`config.mk`:
```
export PLATFORM = sky130hd
export DESIGN_NAME = i2c_tenbit_slave
export DESIGN_NICKNAME = d
export VERILOG_FILES = /design/src/rtl/i2c_slv_pkg.sv /design/src/rtl/i2c_line_sync.sv /design/src/rtl/i2c_byte_shift.sv /design/src/rtl/i2c_addr_cmp.sv /design/src/rtl/i2c_tenbit_slave.sv
export SDC_FILE = /design/constraint.sdc
export NUM_CORES = 1
export LEC_CHECK = 0
export ABC_AREA = 1
export CORE_MARGIN = 8
export CORE_UTILIZATION = 57
export CTS_BUF_LIST = sky130_fd_sc_hd__clkbuf_8
export CTS_CLUSTER_DIAMETER = 100
export DETAILED_ROUTE_END_ITERATION = 10
export PLACE_DENSITY = 0.82
export SYNTH_ARGS = -nofsm -noshare
export SYNTH_HDL_FRONTEND = slang
export SYNTH_SLANG_ARGS = --single-unit
```
`constraint.sdc`:
```
create_clock -name clk -period 1.6 [get_ports clk]
set_input_delay 0.16 -clock clk [delete_from_list [all_inputs] [get_ports clk]]
set_output_delay 0.16 -clock clk [all_outputs]
set_load 0.01 [all_outputs]
```
`src/rtl/i2c_slv_pkg.sv`:
```
package i2c_slv_pkg;
  timeunit 1ns;
  timeprecision 1ps;

  localparam int unsigned BYTE_W   = 8;
  localparam int unsigned HI_W     = 2;
  localparam int unsigned ADDR_W   = BYTE_W + HI_W;
  localparam int unsigned PREFIX_W = BYTE_W - 1 - HI_W;
  localparam int unsigned CNT_W    = $clog2(BYTE_W + 2) + 1;

  localparam logic [PREFIX_W-1:0] TEN_PREFIX = 5'b11110;

  typedef enum logic [2:0] {
    ST_IDLE,
    ST_HDR,
    ST_ADDR2,
    ST_WDATA,
    ST_ACK,
    ST_RDATA,
    ST_RACK
  } slv_state_e;

  typedef enum logic [1:0] {
    AFT_ADDR2,
    AFT_WDATA,
    AFT_RDATA
  } after_ack_e;
endpackage

```
`src/rtl/i2c_line_sync.sv`:
```
module i2c_line_sync #(
  parameter int unsigned STAGES = 2
) (
  input  logic clk,
  input  logic rst_n,
  input  logic scl_raw,
  input  logic sda_raw,
  output logic scl_s,
  output logic sda_s,
  output logic scl_rise,
  output logic scl_fall,
  output logic start_det,
  output logic stop_det
);
  timeunit 1ns;
  timeprecision 1ps;

  logic [STAGES-1:0] scl_pipe, sda_pipe;
  logic [STAGES-1:0] scl_pipe_d, sda_pipe_d;
  logic scl_q, sda_q;

  assign scl_pipe_d = {scl_pipe[STAGES-2:0], scl_raw};
  assign sda_pipe_d = {sda_pipe[STAGES-2:0], sda_raw};

  always_ff @(posedge clk or negedge rst_n) begin
    if (!rst_n) begin
      scl_pipe <= '1;
      sda_pipe <= '1;
      scl_q    <= 1'b1;
      sda_q    <= 1'b1;
    end else begin
      scl_pipe <= scl_pipe_d;
      sda_pipe <= sda_pipe_d;
      scl_q    <= scl_s;
      sda_q    <= sda_s;
    end
  end

  assign scl_s     = scl_pipe[STAGES-1];
  assign sda_s     = sda_pipe[STAGES-1];
  assign scl_rise  = scl_s & ~scl_q;
  assign scl_fall  = ~scl_s & scl_q;
  assign start_det = scl_s & scl_q & sda_q & ~sda_s;
  assign stop_det  = scl_s & scl_q & ~sda_q & sda_s;

  assert_edge_single_R1: assert property (@(posedge clk) disable iff (!rst_n)
    scl_rise |=> !scl_rise);
endmodule

```
`src/rtl/i2c_byte_shift.sv`:
```
module i2c_byte_shift
  import i2c_slv_pkg::*;
(
  input  logic              clk,
  input  logic              rst_n,
  input  logic              clr,
  input  logic              scl_rise,
  input  logic              sda_s,
  output logic [BYTE_W-1:0] byte_q,
  output logic [CNT_W-1:0]  bit_cnt
);
  timeunit 1ns;
  timeprecision 1ps;

  logic [BYTE_W-1:0] byte_d;
  logic [CNT_W-1:0]  cnt_d;
  logic              upd_en;

  assign upd_en = clr | scl_rise;

  always_comb begin
    byte_d = byte_q;
    cnt_d  = bit_cnt;
    if (clr) begin
      cnt_d = '0;
    end else if (scl_rise) begin
      byte_d = {byte_q[BYTE_W-2:0], sda_s};
      if (bit_cnt != '1) cnt_d = bit_cnt + CNT_W'(1);
    end
  end

  always_ff @(posedge clk or negedge rst_n) begin
    if (!rst_n) begin
      byte_q  <= '0;
      bit_cnt <= '0;
    end else if (upd_en) begin
      byte_q  <= byte_d;
      bit_cnt <= cnt_d;
    end
  end

  assert_count_cleared_R1: assert property (@(posedge clk) disable iff (!rst_n)
    clr |=> bit_cnt == '0);
endmodule

```
`src/rtl/i2c_addr_cmp.sv`:
```
module i2c_addr_cmp
  import i2c_slv_pkg::*;
(
  input  logic              ten_mode,
  input  logic [ADDR_W-1:0] own_addr,
  input  logic [BYTE_W-1:0] rx_byte,
  output logic              hdr7_hit,
  output logic              hdr10_hit,
  output logic              low_hit,
  output logic              rw_bit
);
  timeunit 1ns;
  timeprecision 1ps;

  logic is_prefix;

  assign is_prefix = rx_byte[BYTE_W-1 -: PREFIX_W] == TEN_PREFIX;
  assign hdr7_hit  = !ten_mode && !is_prefix &&
                     (rx_byte[BYTE_W-1:1] == own_addr[BYTE_W-2:0]);
  assign hdr10_hit = ten_mode && is_prefix &&
                     (rx_byte[HI_W:1] == own_addr[ADDR_W-1:BYTE_W]);
  assign low_hit   = ten_mode && (rx_byte == own_addr[BYTE_W-1:0]);
  assign rw_bit    = rx_byte[0];
endmodule

```
`src/rtl/i2c_tenbit_slave.sv`:
```
module i2c_tenbit_slave
  import i2c_slv_pkg::*;
#(
  parameter int unsigned SYNC_STAGES = 2
) (
  input  logic              clk,
  input  logic              rst_n,
  input  logic              scl_in,
  input  logic              sda_in,
  output logic              sda_drive_low,
  input  logic              cfg_ten_bit,
  input  logic [ADDR_W-1:0] cfg_addr,
  output logic              rx_valid,
  output logic [BYTE_W-1:0] rx_data,
  output logic              tx_req,
  input  logic [BYTE_W-1:0] tx_data
);
  timeunit 1ns;
  timeprecision 1ps;

  localparam logic [CNT_W-1:0] LAST_BIT = CNT_W'(BYTE_W);

  // reset: asserted asynchronously, released on the clock
  logic [1:0] rst_pipe;
  logic       rst_sync_n;

  always_ff @(posedge clk or negedge rst_n) begin
    if (!rst_n) rst_pipe <= '0;
    else        rst_pipe <= {rst_pipe[0], 1'b1};
  end
  assign rst_sync_n = rst_pipe[1];

  // bus sensing
  logic scl_s, sda_s, scl_rise, scl_fall, start_det, stop_det;

  i2c_line_sync #(.STAGES(SYNC_STAGES)) u_sync (
    .clk      (clk),
    .rst_n    (rst_sync_n),
    .scl_raw  (scl_in),
    .sda_raw  (sda_in),
    .scl_s    (scl_s),
    .sda_s    (sda_s),
    .scl_rise (scl_rise),
    .scl_fall (scl_fall),
    .start_det(start_det),
    .stop_det (stop_det)
  );

  logic              shift_clr;
  logic [BYTE_W-1:0] rx_byte;
  logic [CNT_W-1:0]  bit_cnt;

  i2c_byte_shift u_shift (
    .clk     (clk),
    .rst_n   (rst_sync_n),
    .clr     (shift_clr),
    .scl_rise(scl_rise),
    .sda_s   (sda_s),
    .byte_q  (rx_byte),
    .bit_cnt (bit_cnt)
  );

  logic hdr7_hit, hdr10_hit, low_hit, rw_bit;

  i2c_addr_cmp u_cmp (
    .ten_mode (cfg_ten_bit),
    .own_addr (cfg_addr),
    .rx_byte  (rx_byte),
    .hdr7_hit (hdr7_hit),
    .hdr10_hit(hdr10_hit),
    .low_hit  (low_hit),
    .rw_bit   (rw_bit)
  );

  // control state
  slv_state_e        state_q, state_d;
  after_ack_e        after_q, after_d;
  logic              ten_hit_q, ten_hit_d;
  logic              drive_q, drive_d;
  logic              rx_valid_q, rx_valid_d;
  logic [BYTE_W-1:0] rx_data_q, rx_data_d;
  logic              tx_req_q, tx_req_d;
  logic [BYTE_W-1:0] tx_shift_q, tx_shift_d;
  logic              byte_done;

  assign byte_done = scl_fall && (bit_cnt == LAST_BIT);

  always_comb begin
    state_d    = state_q;
    after_d    = after_q;
    ten_hit_d  = ten_hit_q;
    drive_d    = drive_q;
    rx_valid_d = 1'b0;
    rx_data_d  = rx_data_q;
    tx_req_d   = 1'b0;
    tx_shift_d = tx_shift_q;
    shift_clr  = 1'b0;
    if (stop_det) begin
      state_d   = ST_IDLE;
      ten_hit_d = 1'b0;
      drive_d   = 1'b0;
      shift_clr = 1'b1;
    end else if (start_det) begin
      state_d   = ST_HDR;
      drive_d   = 1'b0;
      shift_clr = 1'b1;
    end else begin
      case (state_q)
        ST_HDR: begin
          if (byte_done) begin
            if (hdr7_hit) begin
              drive_d   = 1'b1;
              state_d   = ST_ACK;
              after_d   = rw_bit ? AFT_RDATA : AFT_WDATA;
              tx_req_d  = rw_bit;
              ten_hit_d = 1'b0;
            end else if (hdr10_hit && !rw_bit) begin
              drive_d   = 1'b1;
              state_d   = ST_ACK;
              after_d   = AFT_ADDR2;
              ten_hit_d = 1'b0;
            end else if (hdr10_hit && rw_bit && ten_hit_q) begin
              drive_d   = 1'b1;
              state_d   = ST_ACK;
              after_d   = AFT_RDATA;
              tx_req_d  = 1'b1;
            end else begin
              state_d   = ST_IDLE;
              ten_hit_d = 1'b0;
            end
          end
        end
        ST_ADDR2: begin
          if (byte_done) begin
            if (low_hit) begin
              drive_d   = 1'b1;
              state_d   = ST_ACK;
              after_d   = AFT_WDATA;
              ten_hit_d = 1'b1;
            end else begin
              state_d   = ST_IDLE;
            end
          end
        end
        ST_WDATA: begin
          if (byte_done) begin
            rx_valid_d = 1'b1;
            rx_data_d  = rx_byte;
            drive_d    = 1'b1;
            state_d    = ST_ACK;
            after_d    = AFT_WDATA;
          end
        end
        ST_ACK: begin
          if (scl_fall) begin
            shift_clr = 1'b1;
            if (after_q == AFT_RDATA) begin
              tx_shift_d = {tx_data[BYTE_W-2:0], 1'b0};
              drive_d    = ~tx_data[BYTE_W-1];
              state_d    = ST_RDATA;
            end else begin
              drive_d = 1'b0;
              state_d = (after_q == AFT_ADDR2) ? ST_ADDR2 : ST_WDATA;
            end
          end
        end
        ST_RDATA: begin
          if (scl_fall) begin
            if (bit_cnt == LAST_BIT) begin
              drive_d = 1'b0;
              state_d = ST_RACK;
            end else begin
              drive_d    = ~tx_shift_q[BYTE_W-1];
              tx_shift_d = {tx_shift_q[BYTE_W-2:0], 1'b0};
            end
          end
        end
        ST_RACK: begin
          if (scl_rise) begin
            if (sda_s) state_d = ST_IDLE;
            else       tx_req_d = 1'b1;
          end else if (scl_fall) begin
            shift_clr  = 1'b1;
            tx_shift_d = {tx_data[BYTE_W-2:0], 1'b0};
            drive_d    = ~tx_data[BYTE_W-1];
            state_d    = ST_RDATA;
          end
        end
        default: ;
      endcase
    end
  end

  always_ff @(posedge clk or negedge rst_sync_n) begin
    if (!rst_sync_n) begin
      state_q    <= ST_IDLE;
      after_q    <= AFT_WDATA;
      ten_hit_q  <= 1'b0;
      drive_q    <= 1'b0;
      rx_valid_q <= 1'b0;
      tx_req_q   <= 1'b0;
      tx_shift_q <= '0;
    end else begin
      state_q    <= state_d;
      after_q    <= after_d;
      ten_hit_q  <= ten_hit_d;
      drive_q    <= drive_d;
      rx_valid_q <= rx_valid_d;
      tx_req_q   <= tx_req_d;
      tx_shift_q <= tx_shift_d;
    end
  end

  always_ff @(posedge clk or negedge rst_sync_n) begin
    if (!rst_sync_n)     rx_data_q <= '0;
    else if (rx_valid_d) rx_data_q <= rx_data_d;
  end

  assign sda_drive_low = drive_q;
  assign rx_valid      = rx_valid_q;
  assign rx_data       = rx_data_q;
  assign tx_req        = tx_req_q;

  // checks on the control path
  assert_drive_on_low_scl_R11: assert property (@(posedge clk) disable iff (!rst_sync_n)
    $rose(sda_drive_low) |-> !scl_s);

  assert_release_safe_R11: assert property (@(posedge clk) disable iff (!rst_sync_n)
    $fell(sda_drive_low) |-> (!scl_s || $past(start_det || stop_det)));

  assert_match_needs_low_R5: assert property (@(posedge clk) disable iff (!rst_sync_n)
    $rose(ten_hit_q) |-> ($past(state_q) == ST_ADDR2) && $past(low_hit));

  assert_reserved_no_ack_R3: assert property (@(posedge clk) disable iff (!rst_sync_n)
    (state_q == ST_HDR && byte_done && !cfg_ten_bit &&
     rx_byte[BYTE_W-1 -: PREFIX_W] == TEN_PREFIX) |=> !sda_drive_low);

  assert_read_needs_match_R7: assert property (@(posedge clk) disable iff (!rst_sync_n)
    (state_q == ST_HDR && byte_done && cfg_ten_bit && rx_byte[0] && !ten_hit_q)
      |=> state_q != ST_ACK);

  assert_rx_from_write_R6: assert property (@(posedge clk) disable iff (!rst_sync_n)
    rx_valid |-> $past(state_q) == ST_WDATA);

  assert_txreq_in_read_R8: assert property (@(posedge clk) disable iff (!rst_sync_n)
    tx_req |-> (state_q == ST_ACK || state_q == ST_RACK));
endmodule

```
==> impl_metrics.yaml <==
setup_path:
  path_buf_inv: 2
  critPathLaunchType: "flop"
  slowest_stage: "dfstp_2"
  worstPathArrival_ns: 2.07
  critPathKind: "flop to flop"
  critPathMaxStageDelay_ns: 0.60
  endpoint_kind: "flop"
  crit_top_cell: "nand2_1"
  worstPathMaxFanout: 4
  path_delay_family: "flip-flops"
  worst_ep_required_time_ns: 1.81
  cp_cell_sequence: "inv_1 > ha_4 > nand4_1 > inv_1 > o21ai_0 > nand2_1 > nand3_2 > nor2_1 > nand2_1 > nand2_1"
route:
  drc: 0
  viasPerCell: 5.27
  detail-route-antenna-nets: 0
  wirelength_um: 6720
  vias: 2545
  firstDrtPassIters: 5
  drt-initial-drc-count: 195
  routedWlPerCell_um: 13.9
synthesis:
  yosys.area.top_type_share_pct: 36.6
  synth_edf_count: 0
  synth_top_family_by_area: "simple AND/OR/NAND/NOR gates"
  syn_area_um2: 2600
  yosysSeqAreaShare_pct: 43.7
  muxShareOfSynthArea_pct: 0
  synth_area_per_cell_um2: 7.44
  synth-xor-area-share_pct: 2.02
  synth_area_leader_cell: "dfrtp_1"
  synth_seq_cells: 45
  synthCells: 349
  ys_top_cells_by_area: "dfrtp_1 37%, nand2_1 14%, dfstp_2 7.1%"
  synthArstFlopShare_pct: 100
  syn-num-nets: 379
  ys_top_cells_by_count: "94 x nand2_1, 47 x inv_1, 38 x dfrtp_1"
  synth-adder-area-share_pct: 3.37
  synth_warnings: 0
  ys.flop_type: "dfrtp_1"
  yosysUniqueCellTypes: 30
  synthSimpleGateAreaFrac_pct: 29.7
  synth_compound_area_share_pct: 11.8
  yosysMostFrequentCell: "nand2_1"
clocking:
  insertion_delay_ns: 0.31
  cts_max_level: 2
  cts_tree: "yes"
  cts.sinks: 45
  cts_buffers: 5
  clockBufferDepth: 2
  root_buffer: "clkbuf_8"
  clk_pin_slew_ns: 0.09
floorplanning:
  io_pins: 34
  die_height_um: 83.5
  die_width_um: 83.5
  coreArea_um2: 4380
  die_area_um2: 6970
  start_util_pct: 59.2
  rows: 24
global_routing:
  grt_max_degree: 44
  grt_pass1_wl_um: 10800
  overflow: 0
  grt_pass1_vias: 2453
  grt_usage_pct: 18.5
  antenna_found_initial: 0
sta:
  skew_ns: 0.0147
  layout_setup_ws_ns: -0.268
  rsz0062_at_grt: "yes"
  hold_viol: 0
  drv_slew: 0
  fmax_mhz: 535
  finalSetupViolCount: 33
  post-route-min-period_ns: 1.87
  max_slew_margin_pct: 64.9
  worst_slew_pin_slew_ns: 0.526
  finalCritPeriodShare_pct: 117
layout:
  final_area_um2: 3610
  seqCellArea_um2: 1140
  drive_gt1_share_pct: 27.8
  fillers: 267
  multi_input_area_um2: 1350
  n_antenna_cell: 0
  finalNetCount: 460
  post-route-util_pct: 82.3
  area_growth_pct: 38.9
placement:
  dpl_cell_area_um2: 3290
  place_hpwl_um: 4580
  io_buffers: 33
  post-place-ws_ns: -0.166
  routabilityCongestion: 0.891
hold_path:
  min_path_type: "input pin to flop"
status:
  run_status: "finished, violations left"
  violations: "negative setup slack"
pwr:
  peakVddDrop_uv: 749
  power_uw: 3230
  leakage_uw: 0.00170
  p_per_area_nw_per_um2: 895
flow_run:
  drv_cap: 0
==> flip-flops by register name (all words and copies together) (netlist names) <==
name,count
u_sync.scl_q,1
u_sync.sda_q,1
u_shift.byte_q,8
u_sync.scl_pipe,2
u_sync.sda_pipe,2
state_q,3
tx_req,1
ten_hit_q,1
sda_drive_low,1
rst_pipe,2
u_shift.bit_cnt,5
rx_data,8
after_q,2
rx_valid,1
tx_shift_q,7
==> where the power goes <==
group          internal (uW)  leakage [uW]  switching [uW]
clock network            477     0.0000591             435
logic                    427       0.00110             489
registers               1280      0.000545             121
total                   2180       0.00170            1040
==> through the flow <==
step | setup TNS [ns] | hold slack, ns | std cells
global route | -6.98 | 0.236 | 483
global placement | -1.27 | 0.330 | 467
CTS | -3.29 | 0.244 | 482
finish | -3.67 | 0.249 | 483
detailed placement | -3.11 | 0.331 | 467
floorplan | -1.12 | -0.136 | 349
==> cell usage in the layout, fill, tap and decap left out, drive strengths merged <==
| master | count |
|---|---|
| nor3b | 1 |
| o211ai | 3 |
| o21ai | 44 |
| nor3 | 4 |
| clkbuf | 5 |
| inv | 57 |
| nand3 | 20 |
| xor2 | 2 |
| bufbuf | 1 |
| buf | 44 |
| xnor2 | 4 |
| nor4 | 1 |
| a31oi | 1 |
| dfstp | 7 |
| ha | 7 |
| conb | 1 |
| nand2 | 100 |
| dfrtp | 38 |
| nor2 | 39 |
| dlygate4sd3 | 1 |
| nand4 | 6 |
| clkdlybuf4s50 | 33 |
| bufinv | 1 |
| a21oi | 9 |
| or2 | 2 |
==> final timing paths <==
kind                                         start            endpoint  slack [ns]  depth (start not counted)
worst min register to register         rst_pipe[1]          rx_data[6]        0.33                          1
worst max-delay path            u_sync.scl_pipe[1]           ten_hit_q       -0.27                         10
worst max register to register  u_sync.scl_pipe[1]           ten_hit_q       -0.27                         10
worst min-delay path                        scl_in  u_sync.scl_pipe[0]        0.25                          1
max in group asynchronous              rst_pipe[1]   u_shift.byte_q[2]        0.89                          1
min in group asynchronous              rst_pipe[1]          rx_data[6]        0.33                          1
==> timing repair <==
| item | in CTS | in global routing |
|---|---|---|
| pin swaps | 6 | 11 |
| resized for setup | 15 | 22 |
| cloned | 1 | 0 |
| setup buffers | 5 | 2 |
| hold endpoints to repair | 2 | 0 |
| setup endpoints to repair | 33 | 36 |
| hold buffers | 1 | 0 |
==> routing by layer <==
| layer | global-route usage, % | share of wire [%] | vias up |
|---|---|---|---|
| met5 | 0 | 0 | - |
| met4 | 7.22 | 2.2 | 0 |
| met3 | 4.49 | 6.0 | 16 |
| met2 | 32.5 | 50 | 91 |
| met1 | 21.1 | 42 | 1170 |
| li1 | - | - | 1268 |
==> worst reg2reg max path, delay by kind of cell (launching register included) <==
family	cells	cell delay, ns
simple gates	6	0.57
buf+inv	2	0.21
fa+ha+maj	1	0.19
compound gates	1	0.22
flops	1	0.60
==> cell type report <==
type / count / area share, %
Clock buffer: 5 / 1.91
Clock inverter: 3 / 1.32
Inverter: 55 / 5.86
Multi-Input combinational cell: 244 / 37.3
Sequential cell: 45 / 31.5
Tap cell: 52 / 1.80
Timing Repair Buffer: 79 / 20.3
==> cells by family (layout without fill, tap and decap cells) <==
logic type	Yosys count	in the layout
compound gates	57	57
xor+xnor	6	6
fa+ha+maj	7	7
buf+inv	60	142
flops	45	45
other cells	1	1
simple gates	173	173
Power figures use the tool's default switching activity.
